File: config.mk
export PLATFORM = sky130hd
export DESIGN_NAME = swfc_engine
export DESIGN_NICKNAME = d
export VERILOG_FILES = /design/src/rtl/swfc_pkg.sv /design/src/rtl/swfc_regs.sv /design/src/rtl/swfc_rx_match.sv /design/src/rtl/swfc_send_seq.sv /design/src/rtl/swfc_engine.sv
export SDC_FILE = /design/constraint.sdc
export NUM_CORES = 1
export LEC_CHECK = 0
export BUFFER_PORTS_ARGS = -buffer_cell sky130_fd_sc_hd__buf_4
export CELL_PAD_IN_SITES_DETAIL_PLACEMENT = 0
export CELL_PAD_IN_SITES_GLOBAL_PLACEMENT = 1
export CORE_MARGIN = 2
export CORE_UTILIZATION = 34
export DETAILED_ROUTE_END_ITERATION = 10
export PLACE_DENSITY_LB_ADDON = 0.1
export SYNTH_ARGS = -nofsm -noshare
export SYNTH_HDL_FRONTEND = slang
export SYNTH_SLANG_ARGS = --single-unit
export TNS_END_PERCENT = 50
File: constraint.sdc
create_clock -name clk_i -period 2.7 [get_ports clk_i]
set_input_delay 0.405 -clock clk_i [delete_from_list [all_inputs] [get_ports clk_i]]
set_output_delay 0.405 -clock clk_i [all_outputs]
set_load 0.05 [all_outputs]
File: src/rtl/swfc_pkg.sv
package swfc_pkg;
  typedef enum logic {FC_XON = 1'b0, FC_XOFF = 1'b1} fc_kind_e;

  localparam int unsigned IDX_XON_A  = 0;
  localparam int unsigned IDX_XON_B  = 1;
  localparam int unsigned IDX_XOFF_A = 2;
  localparam int unsigned IDX_XOFF_B = 3;
  localparam int unsigned NUM_CHARS  = 4;
  localparam int unsigned CTRL_W     = 4;

  // selects character index for a kind and position in the sequence
  function automatic int unsigned char_idx(fc_kind_e kind, logic use_b);
    if (kind == FC_XOFF) return use_b ? IDX_XOFF_B : IDX_XOFF_A;
    return use_b ? IDX_XON_B : IDX_XON_A;
  endfunction
endpackage

File: src/rtl/swfc_regs.sv
module swfc_regs
  import swfc_pkg::*;
#(
  parameter int unsigned CHAR_W = 8,
  parameter int unsigned AW     = 3
) (
  input  logic                               clk_i,
  input  logic                               rst_ni,
  input  logic                               we_i,
  input  logic [AW-1:0]                      addr_i,
  input  logic [CHAR_W-1:0]                  wdata_i,
  output logic [NUM_CHARS-1:0][CHAR_W-1:0]   chars_o,
  output logic [CTRL_W-1:0]                  ctrl_o,
  output logic                               ctrl_wr_o
);
  localparam logic [AW-1:0] CTRL_ADDR = AW'(NUM_CHARS);

  for (genvar g = 0; g < NUM_CHARS; g++) begin : g_char
    always_ff @(posedge clk_i or negedge rst_ni) begin
      if (!rst_ni)                         chars_o[g] <= '0;
      else if (we_i && addr_i == AW'(g))   chars_o[g] <= wdata_i;
    end
  end

  assign ctrl_wr_o = we_i && addr_i == CTRL_ADDR;

  always_ff @(posedge clk_i or negedge rst_ni) begin
    if (!rst_ni)        ctrl_o <= '0;
    else if (ctrl_wr_o) ctrl_o <= wdata_i[CTRL_W-1:0];
  end
endmodule

File: src/rtl/swfc_rx_match.sv
module swfc_rx_match
  import swfc_pkg::*;
#(
  parameter int unsigned CHAR_W = 8
) (
  input  logic                             clk_i,
  input  logic                             rst_ni,
  input  logic [NUM_CHARS-1:0][CHAR_W-1:0] chars_i,
  input  logic [1:0]                       mode_i,
  input  logic                             ctrl_wr_i,
  input  logic                             valid_i,
  input  logic [CHAR_W-1:0]                data_i,
  output logic                             pause_o,
  output logic                             consumed_o
);
  logic single, use_b, dual;
  logic arm_on_q, arm_off_q;
  logic hit_on, hit_off;
  logic [CHAR_W-1:0] on_c, off_c;

  assign dual   = mode_i == 2'b11;
  assign single = mode_i == 2'b10 || mode_i == 2'b01;
  assign use_b  = mode_i == 2'b01;
  assign on_c   = use_b ? chars_i[IDX_XON_B]  : chars_i[IDX_XON_A];
  assign off_c  = use_b ? chars_i[IDX_XOFF_B] : chars_i[IDX_XOFF_A];

  always_comb begin
    hit_on  = 1'b0;
    hit_off = 1'b0;
    if (valid_i) begin
      if (single) begin
        hit_on  = data_i == on_c;
        hit_off = data_i == off_c;
      end else if (dual) begin
        hit_on  = arm_on_q  && data_i == chars_i[IDX_XON_B];
        hit_off = arm_off_q && data_i == chars_i[IDX_XOFF_B];
      end
    end
  end

  always_ff @(posedge clk_i or negedge rst_ni) begin
    if (!rst_ni) begin
      arm_on_q  <= 1'b0;
      arm_off_q <= 1'b0;
    end else if (ctrl_wr_i) begin
      arm_on_q  <= 1'b0;
      arm_off_q <= 1'b0;
    end else if (valid_i) begin
      // any character that does not complete a match restarts the sequence
      arm_on_q  <= dual && data_i == chars_i[IDX_XON_A]  && !(hit_on || hit_off);
      arm_off_q <= dual && data_i == chars_i[IDX_XOFF_A] && !(hit_on || hit_off);
    end
  end

  always_ff @(posedge clk_i or negedge rst_ni) begin
    if (!rst_ni) begin
      pause_o    <= 1'b0;
      consumed_o <= 1'b0;
    end else begin
      consumed_o <= hit_on || hit_off;
      if (hit_off)              pause_o <= 1'b1;
      else if (hit_on)          pause_o <= 1'b0;
      else if (mode_i == 2'b00) pause_o <= 1'b0;
    end
  end
endmodule

File: src/rtl/swfc_send_seq.sv
module swfc_send_seq
  import swfc_pkg::*;
#(
  parameter int unsigned CHAR_W = 8
) (
  input  logic                             clk_i,
  input  logic                             rst_ni,
  input  logic [NUM_CHARS-1:0][CHAR_W-1:0] chars_i,
  input  logic [1:0]                       mode_i,
  input  logic                             send_xon_i,
  input  logic                             send_xoff_i,
  input  logic                             ack_i,
  output logic                             req_o,
  output logic [CHAR_W-1:0]                data_o
);
  logic     busy_q, sel_b_q, pend_q;
  fc_kind_e kind_q, pend_kind_q, req_kind;
  logic     dual, req_v, step_ok, last, free, start_b;

  assign dual     = mode_i == 2'b11;
  assign start_b  = mode_i == 2'b01;
  assign req_v    = mode_i != 2'b00 && (send_xon_i || send_xoff_i);
  assign req_kind = send_xoff_i ? FC_XOFF : FC_XON;
  assign step_ok  = busy_q && ack_i;
  assign last     = step_ok && !(dual && !sel_b_q);
  assign free     = !busy_q || last;

  always_ff @(posedge clk_i or negedge rst_ni) begin
    if (!rst_ni) begin
      busy_q      <= 1'b0;
      sel_b_q     <= 1'b0;
      pend_q      <= 1'b0;
      kind_q      <= FC_XON;
      pend_kind_q <= FC_XON;
    end else if (free) begin
      pend_q <= 1'b0;
      if (req_v) begin
        busy_q  <= 1'b1;
        kind_q  <= req_kind;
        sel_b_q <= start_b;
      end else if (pend_q) begin
        busy_q  <= mode_i != 2'b00;
        kind_q  <= pend_kind_q;
        sel_b_q <= start_b;
      end else begin
        busy_q  <= 1'b0;
      end
    end else begin
      if (step_ok) sel_b_q <= 1'b1;
      if (req_v) begin
        pend_q      <= 1'b1;
        pend_kind_q <= req_kind;
      end
    end
  end

  assign req_o  = busy_q;
  assign data_o = chars_i[char_idx(kind_q, sel_b_q)];
endmodule

File: src/rtl/swfc_engine.sv
module swfc_engine
  import swfc_pkg::*;
#(
  parameter int unsigned CHAR_W = 8,
  parameter int unsigned AW     = 3
) (
  input  logic              clk_i,
  input  logic              rst_ni,
  input  logic              cfg_we_i,
  input  logic [AW-1:0]     cfg_addr_i,
  input  logic [CHAR_W-1:0] cfg_wdata_i,
  input  logic              rx_valid_i,
  input  logic [CHAR_W-1:0] rx_data_i,
  output logic              rx_consumed_o,
  input  logic              tx_boundary_i,
  output logic              tx_hold_o,
  output logic              tx_go_o,
  input  logic              send_xon_i,
  input  logic              send_xoff_i,
  output logic              fc_req_o,
  output logic [CHAR_W-1:0] fc_data_o,
  input  logic              fc_ack_i
);
  logic [NUM_CHARS-1:0][CHAR_W-1:0] chars;
  logic [CTRL_W-1:0]                ctrl;
  logic                             ctrl_wr;
  logic                             pause;

  swfc_regs #(.CHAR_W(CHAR_W), .AW(AW)) u_regs (
    .clk_i, .rst_ni,
    .we_i(cfg_we_i), .addr_i(cfg_addr_i), .wdata_i(cfg_wdata_i),
    .chars_o(chars), .ctrl_o(ctrl), .ctrl_wr_o(ctrl_wr)
  );

  swfc_rx_match #(.CHAR_W(CHAR_W)) u_rx (
    .clk_i, .rst_ni,
    .chars_i(chars), .mode_i(ctrl[1:0]), .ctrl_wr_i(ctrl_wr),
    .valid_i(rx_valid_i), .data_i(rx_data_i),
    .pause_o(pause), .consumed_o(rx_consumed_o)
  );

  swfc_send_seq #(.CHAR_W(CHAR_W)) u_tx (
    .clk_i, .rst_ni,
    .chars_i(chars), .mode_i(ctrl[3:2]),
    .send_xon_i, .send_xoff_i, .ack_i(fc_ack_i),
    .req_o(fc_req_o), .data_o(fc_data_o)
  );

  // pause reaches the transmitter only between characters
  always_ff @(posedge clk_i or negedge rst_ni) begin
    if (!rst_ni)            tx_hold_o <= 1'b0;
    else if (tx_boundary_i) tx_hold_o <= pause;
  end

  assign tx_go_o = !tx_hold_o && !fc_req_o;
endmodule

# ---- Word level (Yosys, flattened, before mapping)
# Cells that the tools add are included.
dict set report classes {
  eq_ne 16
  n_lt_le_gt_ge 1
  n_reduce_logical 36
  bitwise 1
  mux 33
}
# cell n
set op_table {}
lappend op_table {{$mux 32} 2}
lappend op_table {{$eq 8x8->1} 6}
lappend op_table {{$lt 32x3->1 const B} 1}
lappend op_table {{$mux 1} 27}
lappend op_table {{$mux 8} 3}
lappend op_table {{$bmux 8 s2} 1}
lappend op_table {{$logic_and 1x1->1} 16}
lappend op_table {{$reduce_bool 2->1} 5}
lappend op_table {{$eq 2x2->1 const B} 3}
lappend op_table {{$eq 3x2->1 const B} 2}
lappend op_table {{$reduce_and 2->1} 3}
lappend op_table {{$logic_not 1->1} 5}
lappend op_table {{$eq 2x1->1 const B} 2}
lappend op_table {{$logic_or 1x1->1} 4}
lappend op_table {{$eq 3x1->1 const B} 1}
lappend op_table {{$eq 3x3->1 const B} 1}
lappend op_table {{$logic_not 3->1} 1}
lappend op_table {{$ne 3x1->1 const B} 1}
lappend op_table {{$reduce_bool 3->1} 1}
lappend op_table {{$logic_not 2->1} 1}
lappend op_table {{$not 1->1} 1}
dict set report word_totals {
  wordCells 102
  out_inout_bits 12
  register_bits 46
  input_bits 27
}

# ---- Logic depth before layout (Yosys ltp)
dict set report logic_depth {
  depth_word 10
  mapped_depth 9
}

# ---- Cells and area by module
# Synthesis repeated with hierarchy kept, for this count alone.
dict set report unflattened {
  hier_cells 211
  area_unflattened_um2 2667.6
}
# module cells_per_inst area_each_um2 seq_area_each_um2 n_inst
set modules_own_cells {}
lappend modules_own_cells {swfc_regs 80 1383.8 900.9 1}
lappend modules_own_cells {swfc_rx_match 90 758.2 100.1 1}
lappend modules_own_cells {swfc_send_seq 38 481.7 125.1 1}
lappend modules_own_cells {swfc_engine 3 43.8 25.0 1}

# ---- Worst setup path after synthesis
# OpenSTA, ideal clock, no wires.
dict set report synth_timing {
  path_type {register to output}
  startpoint {register u_tx.sel_b_q}
  endpoint {output port fc_data_o[1]}
  path_stages_with_launch 3
  arrival_time_ns 1.540
  slack_ns 0.755
  path_cell_list {dfrtp_1 buf_1 mux4_2}
}
dict set report synth_between {
  elab_chain_len 5
}
# element line_no
set synth_lines {}
lappend synth_lines {{start: declaration} swfc_send_seq.sv:16} ;# logic busy_q, sel_b_q, pend_q;
lappend synth_lines {{start signal: assignment} swfc_send_seq.sv:40} ;# sel_b_q <= start_b;
lappend synth_lines {{start signal: assignment} swfc_send_seq.sv:44} ;# sel_b_q <= start_b;
lappend synth_lines {{$mux 1} {swfc_pkg.sv:13, swfc_pkg.sv:14}}
lappend synth_lines {{$mux 32} swfc_pkg.sv:13} ;# if (kind == FC_XOFF) return use_b ? IDX_XOFF_B : IDX_XOFF_A;
lappend synth_lines {{$mux 32 (*)} swfc_pkg.sv:14} ;# return use_b ? IDX_XON_B : IDX_XON_A;
lappend synth_lines {{$bmux 8 s2 (*)} swfc_send_seq.sv:58} ;# assign data_o = chars_i[char_idx(kind_q, sel_b_q)];
lappend synth_lines {{$mux 8 (implied by the code) (*)} swfc_send_seq.sv:58}
lappend synth_lines {{end: declaration} swfc_engine.sv:21} ;# output logic [CHAR_W-1:0] fc_data_o,
# Mark *: on every way between the ends. The rest lies on a longest branch, timed or not. The select of a mux whose other input is x is not followed.

# ---- Worst setup path in the final report
dict set report layout_timing {
  startpoint {register u_tx.sel_b_q}
  endpoint {output port fc_data_o[6]}
}
# Same word-level chain as after synthesis.

==> flow_metrics.tcl <==
set metrics [dict create \
    area_delta_synth_final_pct 16.5 \
    fin_crit_ns 2.35 \
    critPathMaxFanout 12 \
    syn_inst 221 \
    via_count 1832 \
    grt_pass1_wl_um 10100 \
    path_cells "mux4_2, buf_4" \
    synthDistinctLibCells 35 \
    cts_tree "built" \
    grt_pass1_vias 1867 \
    synth_fp_nets 252 \
    core_region_area_um2 7690 \
    firstDrtPassIters 4 \
    routed_via_density 5.07 \
    reg2reg_slack_ns 0.50 \
    grt_antenna_before_repair 0 \
    io_pins 39 \
    status "finished, final reports clean" \
    gr-total-overflow 0 \
    clk_latency_ns 0.30 \
    wl_per_cell_um 17.1 \
    cts_hold_buf 0 \
    r2r_start "u_regs.ctrl_o[1]" \
    p_sw_uw 1090 \
    cts_sinks 46 \
    ir_drop_mv 0.439 \
    cts_buffers 5 \
    worstPathArrival_ns 1.94 \
    die_w_um 92.9 \
    cts.path.max_buffers 2 \
    layoutNonFillerInstCount 361 \
    endpoint_kind "primary output" \
    synth_seq_cells 46 \
    drive_above_1_share 0.386 \
    clk_pin_slew_ns 0.09 \
    placedCellCount 354 \
    power_frac_comb 0.448 \
    gp_congestion 0.769 \
    dieArea_um2 8620 \
    startpoint_type "flip-flop" \
    ys_warn_count 0 \
    chipHeight_um 92.9 \
    slew_headroom 0.514 \
    avgSynthCellArea_um2 12.1 \
    power.share.switching 0.414 \
    nets 290 \
    crit_buf_inv 1 \
    clockPowerShare 0.154 \
    cap_violations 0 \
    slowest_stage "dfrtp_1" \
    nFillCells 776 \
    post-route-period-util 0.869 \
    powerDensity_nw_per_um2 845 \
    tightestPinTransition_ns 0.729 \
    root_buffer "clkbuf_8" \
    portBuffers 38 \
    cts_resized 0 \
    h-tree-depth 2 \
    track_usage 0.156 \
    cp_slowest_stage_delay_ns 0.82 \
    grt_max_degree 47 \
    dpl.hpwl_um 4570 \
    synth_area_um2 2690 \
    leakage_uw 0.00131 \
    antenna_left 0 \
    reg2reg_depth 8 \
    rsz0062_at_grt "false" \
    slew_viol_final 0 \
    finalClockSkew_ns 0.00791 \
    power_frac_seq 0.398 \
    hp-class "input port to async pin" \
    fin_setup_tns_ns 0 \
    power.internal_uw 1550 \
    setup_violations 0 \
    postCtsSetupRepairBufs 0 \
    crit_type "flip-flop to primary output" \
    n_antenna_cell 0 \
    critPathRequiredTime_ns 2.30 \
    routed_wl_um 6160 \
    place_worst_setup_slack_ns 0.476 \
    drtIter0Drc 95 \
    r2r-end "u_rx.arm_on_q" \
    max_freq_ghz 0.426 \
    ys_seq_area_frac 0.429 \
    fin_ws_ns 0.354 \
    rows 32 \
    hold_viol_final 0 \
    crit_family "flip-flops" \
    timing.hold.ws_ns 0.0960 \
    route.detailed.drc 0 \
    initial_utilization 0.349 \
]
-- flip-flops by register name, indices dropped and copies added, names as in the netlist --
name and flops:
u_rx.arm_on_q 1, u_tx.pend_q 1, u_rx.arm_off_q 1, u_tx.req_o 1, u_rx.consumed_o 1, u_regs.chars_o 32
u_tx.sel_b_q 1, u_rx.pause_o 1, u_tx.kind_q 1, u_tx.pend_kind_q 1, tx_hold_o 1, u_regs.ctrl_o 4
-- metrics by stage --
step                utilization  total power (uW)  cell area [um^2]
finish                    0.407              2640              3130
global route              0.407              2810              3130
CTS                       0.407              2690              3130
detailed placement        0.397              2270              3050
global placement          0.397              2270              3050
floorplan                     -              1920              2690
-- synthesized netlist by cell type (all sizes together) --
master  count  area (um^2)
a22o        1         8.76
a21oi       3         15.0
nor2        3         11.3
a41oi       2         17.5
or4         1         11.3
o22ai       1         6.26
xor2       15          131
nor4        3         18.8
nand2b      3         18.8
nand3       4         20.0
nor4bb      2         20.0
and3b       1         10.0
xnor2      23          201
clkbuf      8         63.8
o21ai      11         58.8
and3        2         12.5
nand4       3         18.8
o32ai       1         8.76
nor3        3         15.0
mux2       37          417
mux4        8          180
nand4b      2         17.5
dfrtp      46         1150
buf         3         26.3
nand2      18         67.6
nor4b       1         15.0
ha          4         50.1
inv         3         11.3
or3         1         6.26
o31ai       2         15.0
mux2i       6         60.1
-- routing by layer --
layer,GRT usage,wire (um),up-vias
met2,0.242,2840,32
li1,-,-,869
met3,0.0260,186,9
met5,0,0,-
met4,0.0551,99,0
met1,0.219,3030,922
-- power groups by stage --
stage | clock, uW | combinational, uW | sequential, uW
after detailed placement | 0 | 1190 | 1070
after global routing | 461 | 1270 | 1090
final | 407 | 1180 | 1050
after floorplan | 0 | 932 | 988
after CTS | 424 | 1200 | 1060
after global placement | 0 | 1200 | 1080
-- cells in the final DEF, fill, tap and decap left out, types with 2 or more instances in the layout --
| cell | count |
|---|---|
| a21oi_1 | 3 |
| a41oi_1 | 2 |
| and3_1 | 2 |
| buf_4 | 42 |
| clkbuf_8 | 5 |
| clkinv_2 | 2 |
| dfrtp_1 | 46 |
| ha_1 | 4 |
| inv_1 | 3 |
| mux2_2 | 37 |
| mux2i_1 | 6 |
| mux4_2 | 8 |
| nand2_1 | 18 |
| nand2b_1 | 3 |
| nand3_1 | 4 |
| nand4_1 | 3 |
| nand4b_1 | 2 |
| nor2_1 | 3 |
| nor3_1 | 3 |
| nor4_1 | 3 |
| nor4bb_2 | 2 |
| o21ai_0 | 10 |
| o31ai_1 | 2 |
| xnor2_1 | 23 |
| xor2_1 | 15 |
-- kinds of logic (layout without fill, tap and decap cells) --
family	after synthesis	after routing	share of synthesized area
mux	51	51	0.245
simple gates	47	47	0.0979
flops	46	46	0.429
xor+xnor	38	38	0.124
compound gates	21	21	0.0485
buf+inv	14	52	0.0377
fa+ha+maj	4	4	0.0186
-- cell type report --
| cell class | count | area (um^2) | area share |
|---|---|---|---|
| Clock buffer | 5 | 68.8 | 0.0220 |
| Clock inverter | 2 | 10.0 | 0.00320 |
| Inverter | 3 | 11.3 | 0.00360 |
| Multi-Input combinational cell | 161 | 1450 | 0.462 |
| Sequential cell | 46 | 1150 | 0.368 |
| Tap cell | 102 | 128 | 0.0408 |
| Timing Repair Buffer | 42 | 315 | 0.101 |
-- worst reg2reg max path, delay by kind of cell, from the launching register on --
kind | cells | cell delay, ns
compound gates | 2 | 0.56
flops | 1 | 0.39
fa+ha+maj | 1 | 0.36
simple gates | 2 | 0.36
mux | 1 | 0.26
buf+inv | 1 | 0.12
xor+xnor | 1 | 0.08
-- how the worst max path moves through the flow --
stage | slack, ns | to | cells after the start | from
after floorplan | 0.76 | fc_data_o[1] | 2 | u_tx.sel_b_q
after global placement | 0.59 | u_rx.arm_on_q | 8 | u_regs.ctrl_o[1]
after detailed placement | 0.48 | u_rx.arm_on_q | 8 | u_regs.ctrl_o[1]
after CTS | 0.32 | fc_data_o[3] | 2 | u_tx.sel_b_q
after global routing | 0.22 | u_rx.arm_off_q | 8 | u_regs.ctrl_o[1]
final | 0.35 | fc_data_o[6] | 2 | u_tx.sel_b_q
(Power assumes the default switching activity.)
